--- config.mk ---
export PLATFORM = sky130hd
export DESIGN_NAME = mcc_ctrl
export DESIGN_NICKNAME = d
export VERILOG_FILES = /design/src/rtl/mcc_pkg.sv /design/src/rtl/mcc_state_reg.sv /design/src/rtl/mcc_next_state.sv /design/src/rtl/mcc_ctrl_decode.sv /design/src/rtl/mcc_pc_gate.sv /design/src/rtl/mcc_ctrl.sv
export SDC_FILE = /design/constraint.sdc
export NUM_CORES = 1
export LEC_CHECK = 0
export BUFFER_PORTS_ARGS = -buffer_cell sky130_fd_sc_hd__buf_2
export CORE_MARGIN = 2
export CORE_UTILIZATION = 25
export CTS_CLUSTER_DIAMETER = 50
export DETAILED_ROUTE_END_ITERATION = 7
export GPL_TIMING_DRIVEN = 0
export PLACE_DENSITY_LB_ADDON = 0.3
export SLEW_MARGIN = 5
export SYNTH_ARGS = -nofsm -noshare
export SYNTH_HDL_FRONTEND = slang
export SYNTH_SLANG_ARGS = --single-unit
--- constraint.sdc ---
create_clock -name clk -period 1.3 [get_ports clk]
set_input_delay 0.195 -clock clk [delete_from_list [all_inputs] [get_ports clk]]
set_output_delay 0.195 -clock clk [all_outputs]
set_load 0.01 [all_outputs]
--- src/rtl/mcc_pkg.sv ---
package mcc_pkg;

    localparam int ST_W   = 4;
    localparam int OP_W   = 6;
    localparam int AOP_W  = 2;
    localparam int SRCB_W = 3;

    typedef enum logic [ST_W-1:0] {
        S_FETCH    = 4'b0000,
        S_DECODE   = 4'b0001,
        S_LD_ADDR  = 4'b0010,
        S_LD_READ  = 4'b0011,
        S_LD_WB    = 4'b0100,
        S_ST_ADDR  = 4'b0101,
        S_ST_WRITE = 4'b0110,
        S_RR_EXEC  = 4'b0111,
        S_RR_WB    = 4'b1000,
        S_OI_EXEC  = 4'b1001,
        S_OI_WB    = 4'b1010,
        S_BR_EXEC  = 4'b1011
    } state_e;

    localparam logic [OP_W-1:0] OPC_RR  = 6'h00;
    localparam logic [OP_W-1:0] OPC_BEQ = 6'h04;
    localparam logic [OP_W-1:0] OPC_ORI = 6'h0D;
    localparam logic [OP_W-1:0] OPC_LW  = 6'h23;
    localparam logic [OP_W-1:0] OPC_SW  = 6'h2B;

    typedef enum logic [AOP_W-1:0] {
        AOP_ADD  = 2'b00,
        AOP_SUB  = 2'b01,
        AOP_FUNC = 2'b10,
        AOP_OR   = 2'b11
    } aluop_e;

    typedef enum logic [SRCB_W-1:0] {
        SB_RT       = 3'b000,
        SB_FOUR     = 3'b001,
        SB_SEXT     = 3'b010,
        SB_SEXT_SH2 = 3'b011,
        SB_ZEXT     = 3'b100
    } srcb_e;

    typedef struct packed {
        logic   pc_write;
        logic   pc_write_cond;
        logic   pc_src;
        logic   alu_sel_a;
        srcb_e  alu_sel_b;
        aluop_e alu_op;
        logic   mem_read;
        logic   mem_write;
        logic   iord;
        logic   ir_write;
        logic   reg_write;
        logic   mem_to_reg;
        logic   reg_dst;
    } ctrl_t;

    function automatic ctrl_t ctrl_idle();
        ctrl_t c;
        c.pc_write      = 1'b0;
        c.pc_write_cond = 1'b0;
        c.pc_src        = 1'b0;
        c.alu_sel_a     = 1'b0;
        c.alu_sel_b     = SB_RT;
        c.alu_op        = AOP_ADD;
        c.mem_read      = 1'b0;
        c.mem_write     = 1'b0;
        c.iord          = 1'b0;
        c.ir_write      = 1'b0;
        c.reg_write     = 1'b0;
        c.mem_to_reg    = 1'b0;
        c.reg_dst       = 1'b0;
        return c;
    endfunction

    function automatic logic op_known(input logic [OP_W-1:0] op);
        return (op == OPC_RR) || (op == OPC_BEQ) || (op == OPC_ORI) ||
               (op == OPC_LW) || (op == OPC_SW);
    endfunction

endpackage

--- src/rtl/mcc_state_reg.sv ---
module mcc_state_reg
    import mcc_pkg::*;
(
    input  logic   clk,
    input  logic   rst,
    input  state_e next_i,
    output state_e state_o
);

    always_ff @(posedge clk) begin
        if (rst) state_o <= S_FETCH;
        else     state_o <= next_i;
    end

    a_r1_reset_to_fetch: assert property (@(posedge clk) rst |=> state_o == S_FETCH);

endmodule

--- src/rtl/mcc_next_state.sv ---
module mcc_next_state
    import mcc_pkg::*;
(
    input  state_e          state_i,
    input  logic [OP_W-1:0] opcode_i,
    output state_e          next_o
);

    state_e dispatch;

    always_comb begin
        case (opcode_i)
            OPC_LW:  dispatch = S_LD_ADDR;
            OPC_SW:  dispatch = S_ST_ADDR;
            OPC_RR:  dispatch = S_RR_EXEC;
            OPC_ORI: dispatch = S_OI_EXEC;
            OPC_BEQ: dispatch = S_BR_EXEC;
            default: dispatch = S_FETCH;
        endcase
    end

    always_comb begin
        case (state_i)
            S_FETCH:   next_o = S_DECODE;
            S_DECODE:  next_o = dispatch;
            S_LD_ADDR: next_o = S_LD_READ;
            S_LD_READ: next_o = S_LD_WB;
            S_ST_ADDR: next_o = S_ST_WRITE;
            S_RR_EXEC: next_o = S_RR_WB;
            S_OI_EXEC: next_o = S_OI_WB;
            default:   next_o = S_FETCH;
        endcase
    end

endmodule

--- src/rtl/mcc_ctrl_decode.sv ---
module mcc_ctrl_decode
    import mcc_pkg::*;
(
    input  state_e state_i,
    output ctrl_t  ctrl_o
);

    always_comb begin
        ctrl_o = ctrl_idle();
        case (state_i)
            S_FETCH: begin
                ctrl_o.mem_read  = 1'b1;
                ctrl_o.ir_write  = 1'b1;
                ctrl_o.pc_write  = 1'b1;
                ctrl_o.alu_sel_b = SB_FOUR;
            end
            S_DECODE: begin
                ctrl_o.alu_sel_b = SB_SEXT_SH2;
            end
            S_LD_ADDR, S_ST_ADDR: begin
                ctrl_o.alu_sel_a = 1'b1;
                ctrl_o.alu_sel_b = SB_SEXT;
            end
            S_LD_READ: begin
                ctrl_o.mem_read = 1'b1;
                ctrl_o.iord     = 1'b1;
            end
            S_LD_WB: begin
                ctrl_o.reg_write  = 1'b1;
                ctrl_o.mem_to_reg = 1'b1;
            end
            S_ST_WRITE: begin
                ctrl_o.mem_write = 1'b1;
                ctrl_o.iord      = 1'b1;
            end
            S_RR_EXEC: begin
                ctrl_o.alu_sel_a = 1'b1;
                ctrl_o.alu_op    = AOP_FUNC;
            end
            S_RR_WB: begin
                ctrl_o.reg_write = 1'b1;
                ctrl_o.reg_dst   = 1'b1;
            end
            S_OI_EXEC: begin
                ctrl_o.alu_sel_a = 1'b1;
                ctrl_o.alu_sel_b = SB_ZEXT;
                ctrl_o.alu_op    = AOP_OR;
            end
            S_OI_WB: begin
                ctrl_o.reg_write = 1'b1;
            end
            S_BR_EXEC: begin
                ctrl_o.alu_sel_a     = 1'b1;
                ctrl_o.alu_op        = AOP_SUB;
                ctrl_o.pc_write_cond = 1'b1;
                ctrl_o.pc_src        = 1'b1;
            end
            default: ctrl_o = ctrl_idle();
        endcase
    end

endmodule

--- src/rtl/mcc_pc_gate.sv ---
module mcc_pc_gate (
    input  logic pc_write_i,
    input  logic pc_write_cond_i,
    input  logic zero_i,
    output logic pc_load_o
);

    always_comb pc_load_o = pc_write_i | (pc_write_cond_i & zero_i);

endmodule

--- src/rtl/mcc_ctrl.sv ---
module mcc_ctrl
    import mcc_pkg::*;
(
    input  logic              clk,
    input  logic              rst,
    input  logic [OP_W-1:0]   opcode,
    input  logic              alu_zero,
    output logic              pc_write,
    output logic              pc_write_cond,
    output logic              pc_src,
    output logic              alu_sel_a,
    output logic [SRCB_W-1:0] alu_sel_b,
    output logic [AOP_W-1:0]  alu_op,
    output logic              mem_read,
    output logic              mem_write,
    output logic              iord,
    output logic              ir_write,
    output logic              reg_write,
    output logic              mem_to_reg,
    output logic              reg_dst,
    output logic              pc_load,
    output logic [ST_W-1:0]   state
);

    state_e cur;
    state_e nxt;
    ctrl_t  ctl;

    mcc_state_reg u_sreg (
        .clk     (clk),
        .rst     (rst),
        .next_i  (nxt),
        .state_o (cur)
    );

    mcc_next_state u_next (
        .state_i  (cur),
        .opcode_i (opcode),
        .next_o   (nxt)
    );

    mcc_ctrl_decode u_dec (
        .state_i (cur),
        .ctrl_o  (ctl)
    );

    mcc_pc_gate u_pcg (
        .pc_write_i      (ctl.pc_write),
        .pc_write_cond_i (ctl.pc_write_cond),
        .zero_i          (alu_zero),
        .pc_load_o       (pc_load)
    );

    assign pc_write      = ctl.pc_write;
    assign pc_write_cond = ctl.pc_write_cond;
    assign pc_src        = ctl.pc_src;
    assign alu_sel_a     = ctl.alu_sel_a;
    assign alu_sel_b     = ctl.alu_sel_b;
    assign alu_op        = ctl.alu_op;
    assign mem_read      = ctl.mem_read;
    assign mem_write     = ctl.mem_write;
    assign iord          = ctl.iord;
    assign ir_write      = ctl.ir_write;
    assign reg_write     = ctl.reg_write;
    assign mem_to_reg    = ctl.mem_to_reg;
    assign reg_dst       = ctl.reg_dst;
    assign state         = cur;

    a_r2_fetch_then_decode: assert property (@(posedge clk) disable iff (rst)
        cur == S_FETCH |=> cur == S_DECODE);

    a_r4_load_read_after_addr: assert property (@(posedge clk) disable iff (rst)
        cur == S_LD_ADDR |=> (cur == S_LD_READ && mem_read && iord));

    a_r5_store_write_follows_addr: assert property (@(posedge clk) disable iff (rst)
        mem_write |-> $past(cur) == S_ST_ADDR);

    a_r8_branch_returns: assert property (@(posedge clk) disable iff (rst)
        cur == S_BR_EXEC |=> cur == S_FETCH);

    a_r9_unknown_op_fetch: assert property (@(posedge clk) disable iff (rst)
        (cur == S_DECODE && !op_known(opcode)) |=> cur == S_FETCH);

    a_r10_regwrite_after_exec: assert property (@(posedge clk) disable iff (rst)
        reg_write |-> ($past(cur) == S_LD_READ || $past(cur) == S_RR_EXEC ||
                       $past(cur) == S_OI_EXEC));

    a_r11_pc_load_source: assert property (@(posedge clk) disable iff (rst)
        pc_load |-> (cur == S_FETCH || (cur == S_BR_EXEC && alu_zero)));

endmodule

==> results of run 1 <==
## logic make-up (layout without fill, tap and decap cells)
family / count (synthesis) / in the layout / synth area share
compound gates: 17 / 17 / 0.211
flops: 4 / 4 / 0.138
buf+inv: 11 / 62 / 0.151
simple gates: 37 / 37 / 0.442
xor+xnor: 3 / 3 / 0.0582
## layout by cell type, fill, tap and decap left out, types with 3 or more instances in the layout
cell,synthesis,layout
sky130_fd_sc_hd__a21oi_1,4,3
sky130_fd_sc_hd__nor3_4,0,3
sky130_fd_sc_hd__dfxtp_4,0,4
sky130_fd_sc_hd__clkbuf_4,0,3
sky130_fd_sc_hd__inv_1,3,3
sky130_fd_sc_hd__buf_4,2,12
sky130_fd_sc_hd__nand2b_4,1,4
sky130_fd_sc_hd__buf_2,1,25
sky130_fd_sc_hd__nor3_2,3,3
sky130_fd_sc_hd__buf_6,5,13
sky130_fd_sc_hd__o21ai_1,1,3
## report_power, final
part | total, mW | switching (mW) | leakage [nW] | internal, mW
combinational | 0.897 | 0.403 | 0.496 | 0.493
clock | 0.158 | 0.0541 | 0.0138 | 0.103
sequential | 0.195 | 0.0472 | 0.0355 | 0.148
total | 1.25 | 0.505 | 0.545 | 0.745
## layer usage
metal  vias up  global-route usage  part of all wire  wire [um]
li1        365                   -                 -          -
met3         2              0.0314             0.037         84
met5         -                   0                 0          0
met2        22               0.268              0.55       1240
met1       363               0.194              0.41        918
met4         0              0.0556            0.0080         18
## path summary, 6_finish.rpt
kind / from / endpoint / depth (start not counted) / slack [ns]
worst max-delay path: u_sreg.state_o[3]$_SDFF_PP0_ / pc_load / 4 / -0.27
worst min-delay path: opcode[4] / u_sreg.state_o[3]$_SDFF_PP0_ / 4 / 0.32
worst max register to register: u_sreg.state_o[2]$_SDFF_PP0_ / u_sreg.state_o[0]$_SDFF_PP0_ / 6 / 0.02
worst min register to register: u_sreg.state_o[0]$_SDFF_PP0_ / u_sreg.state_o[3]$_SDFF_PP0_ / 3 / 0.69
## cell type report
type,instances,share of cell area
Tap cell,28,0.0292
Buffer,6,0.0667
Sequential cell,4,0.0792
Multi-Input combinational cell,57,0.470
Timing Repair Buffer,50,0.326
Clock buffer,3,0.0188
Inverter,3,0.00938
## metrics by stage
| step | cells | setup slack, ns | instance area [um^2] | power (mW) | util |
|---|---|---|---|---|---|
| floorplan | 72 | 0.0147 | 599 | 0.587 | - |
| global placement | 129 | -0.117 | 779 | 0.755 | 0.352 |
| detailed placement | 129 | -0.124 | 779 | 0.760 | 0.352 |
| CTS | 147 | -0.271 | 1110 | 1.18 | 0.504 |
| global route | 151 | -0.303 | 1200 | 1.33 | 0.542 |
| finish | 151 | -0.272 | 1200 | 1.25 | 0.542 |
## worst register-to-register path: stages, from the launching register on
cell	delay [ns]
sky130_fd_sc_hd__dfxtp_4	0.37
sky130_fd_sc_hd__buf_6	0.13
sky130_fd_sc_hd__buf_16	0.13
sky130_fd_sc_hd__buf_6	0.11
sky130_fd_sc_hd__nor3_4	0.20
sky130_fd_sc_hd__a31oi_4	0.08
sky130_fd_sc_hd__a211oi_2	0.16
## what timing repair did
action                     CTS  global route
gates resized for setup     36            22
buffers inserted            13             6
gates cloned                 2             0
setup endpoints to repair   17            21
pin swaps                    9             9
==> results.yml, run 1 <==
critical_path:
  arrival_ns: 1.38
  timing.critical_path.cells: "buf_8, or3_4, a21oi_2, buf_2"
  critPathRequiredTime_ns: 1.11
  worst-setup-path-type: "reg -> out"
  critPathSlowestCell: "sky130_fd_sc_hd__dfxtp_4"
  worst_setup_path_end_kind: "output port"
  critical_path.n_buffers_inverters: 2
  startpoint_type: "flop"
  critical_path.max_stage_delay_ns: 0.36
  critical_path.top_delay_family: "flip-flops"
  worstPathMaxFanout: 7
layout:
  regMostFlops: "u_sreg.state_o"
  max_reg_flops: 4
  nets: 134
  regArea_um2: 95.1
  multi_input_comb_area_um2: 564
  fillCellCount: 209
  largest_registers: "u_sreg.state_o: 4 flops"
  final_layout_size_suffix_gt1_frac: 0.748
  insertedDiodeCount: 0
  layout-area-overhead-vs-synth_pct: 107
logic_synthesis:
  ys_warn_count: 0
  cell_with_the_most_instances_after_synthesis: "sky130_fd_sc_hd__buf_6"
  netlist-cell-type-count: 37
  syn_inst: 72
  synth_fp_nets: 81
  synth-async-reset-ratio: 0
  postSynthRegisterBits: 4
  synth_flop_cell: "sky130_fd_sc_hd__dfxtp_1"
  synth_top_cells_by_area: "sky130_fd_sc_hd__dfxtp_1, sky130_fd_sc_hd__buf_6, sky130_fd_sc_hd__nor3_2"
  seq_area_frac_synth: 0.138
  synth_top_area_cell: "sky130_fd_sc_hd__dfxtp_1"
  synth_edf_count: 0
  synth_top_cell_area_share: 0.138
  synth_area_um2: 581
  synth_area_per_cell_um2: 8.06
sta:
  maxSlewViolCount: 0
  finalCritPeriodShare: 1.21
  clock.fmax_mhz: 636
  timing.clock.skew_ns: 0.00526
  grt_setup_unrepaired: "yes"
  timing.max_slew.rel_slack: 0.767
  setup_viol_count_final: 16
  worst_pin_slew_ns: 0.347
  hold_violations: 0
  setup-tns-final_ns: -2.38
  final.min_clock_period_ns: 1.57
  fin_worst_setup_slack_ns: -0.272
  hold-worst-slack_ns: 0.324
power:
  leakagePower_nw: 0.545
  worst_ir_drop_vdd_uv: 627
  cell_pwr_density_nw_per_um2: 1040
status:
  violated_checks: "negative setup slack"
  outcome: "complete, but fails checks"
global_routing:
  grt_antenna_before_repair: 0
  maximum_number_of_pins_on_one_net_before_global_route_repair: 11
  number_of_global_route_vias_before_repair: 691
  grt_pass1_wl_um: 3140
  globalRoute.totalOverflow: 0
  grtUsageTotal: 0.157
detailed_routing:
  vias_per_cell: 4.98
  tritonroute_pass_1_iters: 4
  wirelength_um: 2260
  wl_per_cell_um: 14.9
  num_vias: 752
  drt_iter0_markers: 7
  final_ant_viol_nets: 0
  detail_route.drc_violations: 0
cts:
  cts-root-buf: "sky130_fd_sc_hd__clkbuf_4"
  clk_pin_slew_worst_paths_ns: 0.04
  cts.htree.levels: 1
  insertion_delay_ns: 0.24
  tritoncts: "built"
  max-clock-path-buffers: 2
  cts_hold_buf: 0
  cts_num_sinks: 4
  cts_made_buffers: 3
flow_run:
  max_cap_violations: 0
floorplan:
  floorplan.die_area_um2: 2720
  dieWidth_um: 52.2
  rows: 17
  initial_core_util: 0.262
  core-area_um2: 2210
  ioPinCount: 30
  vert_die_dim_um: 52.2
placed_design:
  placement.io_buffers: 29
  globalplace.congestion: 0.759
  detailedPlacementHpwl_um: 1170
min_path:
  min-delay-path-class: "in -> reg"
Power figures use the tool's default switching activity.
==> inputs of run 2 (changes only) <==
--- a/config.mk
+++ b/config.mk
@@ -5,6 +5,7 @@
 export SDC_FILE = /design/constraint.sdc
 export NUM_CORES = 1
 export LEC_CHECK = 0
+export ABC_AREA = 1
 export BUFFER_PORTS_ARGS = -buffer_cell sky130_fd_sc_hd__buf_2
 export CORE_MARGIN = 2
 export CORE_UTILIZATION = 25
==> results.yml, run 2 <==
status:
  outcome: "complete, but fails checks"
  violated_checks: "negative setup slack"
detailed_routing:
  wl_per_cell_um: 9.68
  wire_length_on_met2_um: 722
  num_vias: 597
  wl_met3_um: 32
  route.top_layer_used: "met3"
  wirelength_met1_um: 561
  vias_per_cell: 4.39
  detail_route.drc_violations: 0
  tritonroute_pass_1_iters: 4
  final_ant_viol_nets: 0
  wirelength_um: 1320
  drt_iter0_markers: 4
critical_path:
  arrival_ns: 1.20
  critPathSlowestCell: "sky130_fd_sc_hd__dfxtp_4"
  critical_path.max_stage_delay_ns: 0.41
  worst-setup-path-type: "reg -> out"
  crit-reg2reg-launch: "u_sreg.state_o[1]$_SDFF_PP0_"
  count_of_cells_along_the_worst_register_to_register_path: 6
  critPathRequiredTime_ns: 1.11
  startpoint_type: "flop"
  worst_setup_path_end_kind: "output port"
  worstPathMaxFanout: 7
  regToRegSetupSlack_ns: 0.20
  crit-reg2reg-capture: "u_sreg.state_o[2]$_SDFF_PP0_"
  timing.critical_path.cells: "inv_2, nand2_2, nor2_4, or2_1, buf_2"
cts:
  tritoncts: "built"
  cts_num_sinks: 4
  cts.htree.levels: 1
  cts_made_buffers: 3
  clk_pin_slew_worst_paths_ns: 0.04
  insertion_delay_ns: 0.23
  max-clock-path-buffers: 2
  cts-root-buf: "sky130_fd_sc_hd__clkbuf_4"
global_routing:
  globalRoute.totalOverflow: 0
  grtUsageTotal: 0.126
  grt_pass1_wl_um: 1930
  maximum_number_of_pins_on_one_net_before_global_route_repair: 8
  number_of_global_route_vias_before_repair: 531
  grt_antenna_before_repair: 0
sta:
  worst_pin_slew_ns: 0.251
  timing.max_slew.rel_slack: 0.832
  clock.fmax_mhz: 715
  timing.clock.skew_ns: 0.00327
  final.min_clock_period_ns: 1.40
  hold-worst-slack_ns: 0.165
  setup_viol_count_final: 9
  grt_setup_unrepaired: "yes"
  fin_worst_setup_slack_ns: -0.0991
  finalCritPeriodShare: 1.08
  maxSlewViolCount: 0
  hold_violations: 0
placed_design:
  placement.io_buffers: 29
  globalplace.congestion: 0.829
  detailedPlacementHpwl_um: 931
  placed_area_um2: 578
logic_synthesis:
  ys_warn_count: 0
  synth_area_per_cell_um2: 4.97
  synth_flop_cell: "sky130_fd_sc_hd__dfxtp_1"
  synth_top_family_by_area: "simple AND/OR/NAND/NOR gates"
  seq_area_frac_synth: 0.194
  synth_top_cells_by_area: "sky130_fd_sc_hd__dfxtp_1, sky130_fd_sc_hd__nor2_1, sky130_fd_sc_hd__inv_1"
  synth_edf_count: 0
  synth-async-reset-ratio: 0
  synth_top_area_cell: "sky130_fd_sc_hd__dfxtp_1"
  synth-simple-area-share: 0.497
  synthesized_area_fraction_occupied_by_ao_oa_aoi_and_oai_cells: 0.100
  postSynthRegisterBits: 4
  syn_inst: 83
  synth_fa_ha_area_frac: 0
  post_synth_xor_area_fraction: 0
  cell_with_the_most_instances_after_synthesis: "sky130_fd_sc_hd__nor2_1"
  synth_fp_nets: 92
  ys_top_cells_by_count: "sky130_fd_sc_hd__nor2_1, sky130_fd_sc_hd__inv_1, sky130_fd_sc_hd__nand2_1"
  synth_area_um2: 413
  netlist-cell-type-count: 13
  synth.area.mux_share: 0
  synth_top_cell_area_share: 0.194
layout:
  regArea_um2: 95.1
  regMostFlops: "u_sreg.state_o"
  largest_registers: "u_sreg.state_o: 4 flops"
  final_layout_size_suffix_gt1_frac: 0.533
  layout-area-overhead-vs-synth_pct: 79.7
  max_reg_flops: 4
  multi_input_comb_area_um2: 333
  nets: 131
  layout.cells.most_common: "sky130_fd_sc_hd__buf_2"
  final_design_area_no_fill_um2: 742
  fillCellCount: 168
  insertedDiodeCount: 0
  layout.cells.most_common_list: "sky130_fd_sc_hd__buf_2, sky130_fd_sc_hd__nor2_1, sky130_fd_sc_hd__nand2_1"
min_path:
  min-delay-path-class: "in -> reg"
  min_delay_path_depth: 2
  worst_hold_startpoint: "rst"
  holdPathEnd: "u_sreg.state_o[1]$_SDFF_PP0_"
floorplan:
  vert_die_dim_um: 44.6
  dieWidth_um: 44.6
  rows: 14
  core-area_um2: 1520
  ioPinCount: 30
  initial_core_util: 0.271
  floorplan.die_area_um2: 1990
flow_run:
  max_cap_violations: 0
power:
  leakagePower_nw: 0.445
  cell_pwr_density_nw_per_um2: 553
  worst_ir_drop_vdd_uv: 531
run 2: logic make-up after synthesis:
logic type,count (synthesis)
AND/OR/NAND/NOR,50
flip-flops,4
AO/OA/AOI/OAI,8
buffers and inverters,21
run 2: how the worst max path moves through the flow:
stage	startpoint	to	slack, ns	cells after the start
after detailed placement	u_sreg.state_o[0]$_SDFF_PP0_	alu_sel_a	0.04	5
after global routing	u_sreg.state_o[2]$_SDFF_PP0_	iord	-0.15	6
after CTS	u_sreg.state_o[3]$_SDFF_PP0_	iord	-0.06	6
final	u_sreg.state_o[0]$_SDFF_PP0_	alu_sel_a	-0.1	5
after global placement	u_sreg.state_o[0]$_SDFF_PP0_	alu_sel_a	0.03	5
after floorplan	u_sreg.state_o[0]$_SDFF_PP0_	pc_load	0.09	4
run 2: metal layers:
layer	up-vias	GRT usage
met4	0	0.0727
met5	-	0
met3	0	0.0163
met1	264	0.151
li1	322	-
met2	11	0.212
run 2: repair_timing:
item	in CTS	in global routing
setup buffers	2	3
pin swaps	2	7
hold buffers	0	0
setup endpoints to repair	12	15
hold endpoints to repair	0	0
resized for setup	20	18
run 2: stage by stage:
step	worst slack, ns	setup TNS (ns)	power [mW]	utilization	instances
floorplan	0.0932	0	0.198	-	83
global placement	0.0304	0	0.244	0.379	128
detailed placement	0.0428	0	0.244	0.379	128
CTS	-0.0606	-0.507	0.403	0.433	133
global route	-0.151	-1.19	0.448	0.487	136
finish	-0.0991	-0.449	0.411	0.487	136
run 2: report_power, final:
| group | switching, mW | internal [mW] |
|---|---|---|
| registers | 0.0112 | 0.122 |
| logic | 0.0740 | 0.0542 |
| clock network | 0.0462 | 0.103 |
| total | 0.131 | 0.279 |
run 2: cell type report:
class | count | area share
Buffer | 2 | 0.0202
Clock buffer | 3 | 0.0304
Inverter | 19 | 0.0995
Multi-Input combinational cell | 58 | 0.449
Sequential cell | 4 | 0.128
Tap cell | 16 | 0.0270
Timing Repair Buffer | 34 | 0.246
run 2: critical path, delay by kind of cell, from the launching register on:
| kind | cells | cell delay [ns] |
|---|---|---|
| DFF | 1 | 0.41 |
| buffers and inverters | 2 | 0.21 |
| and+or+nand+nor | 3 | 0.36 |
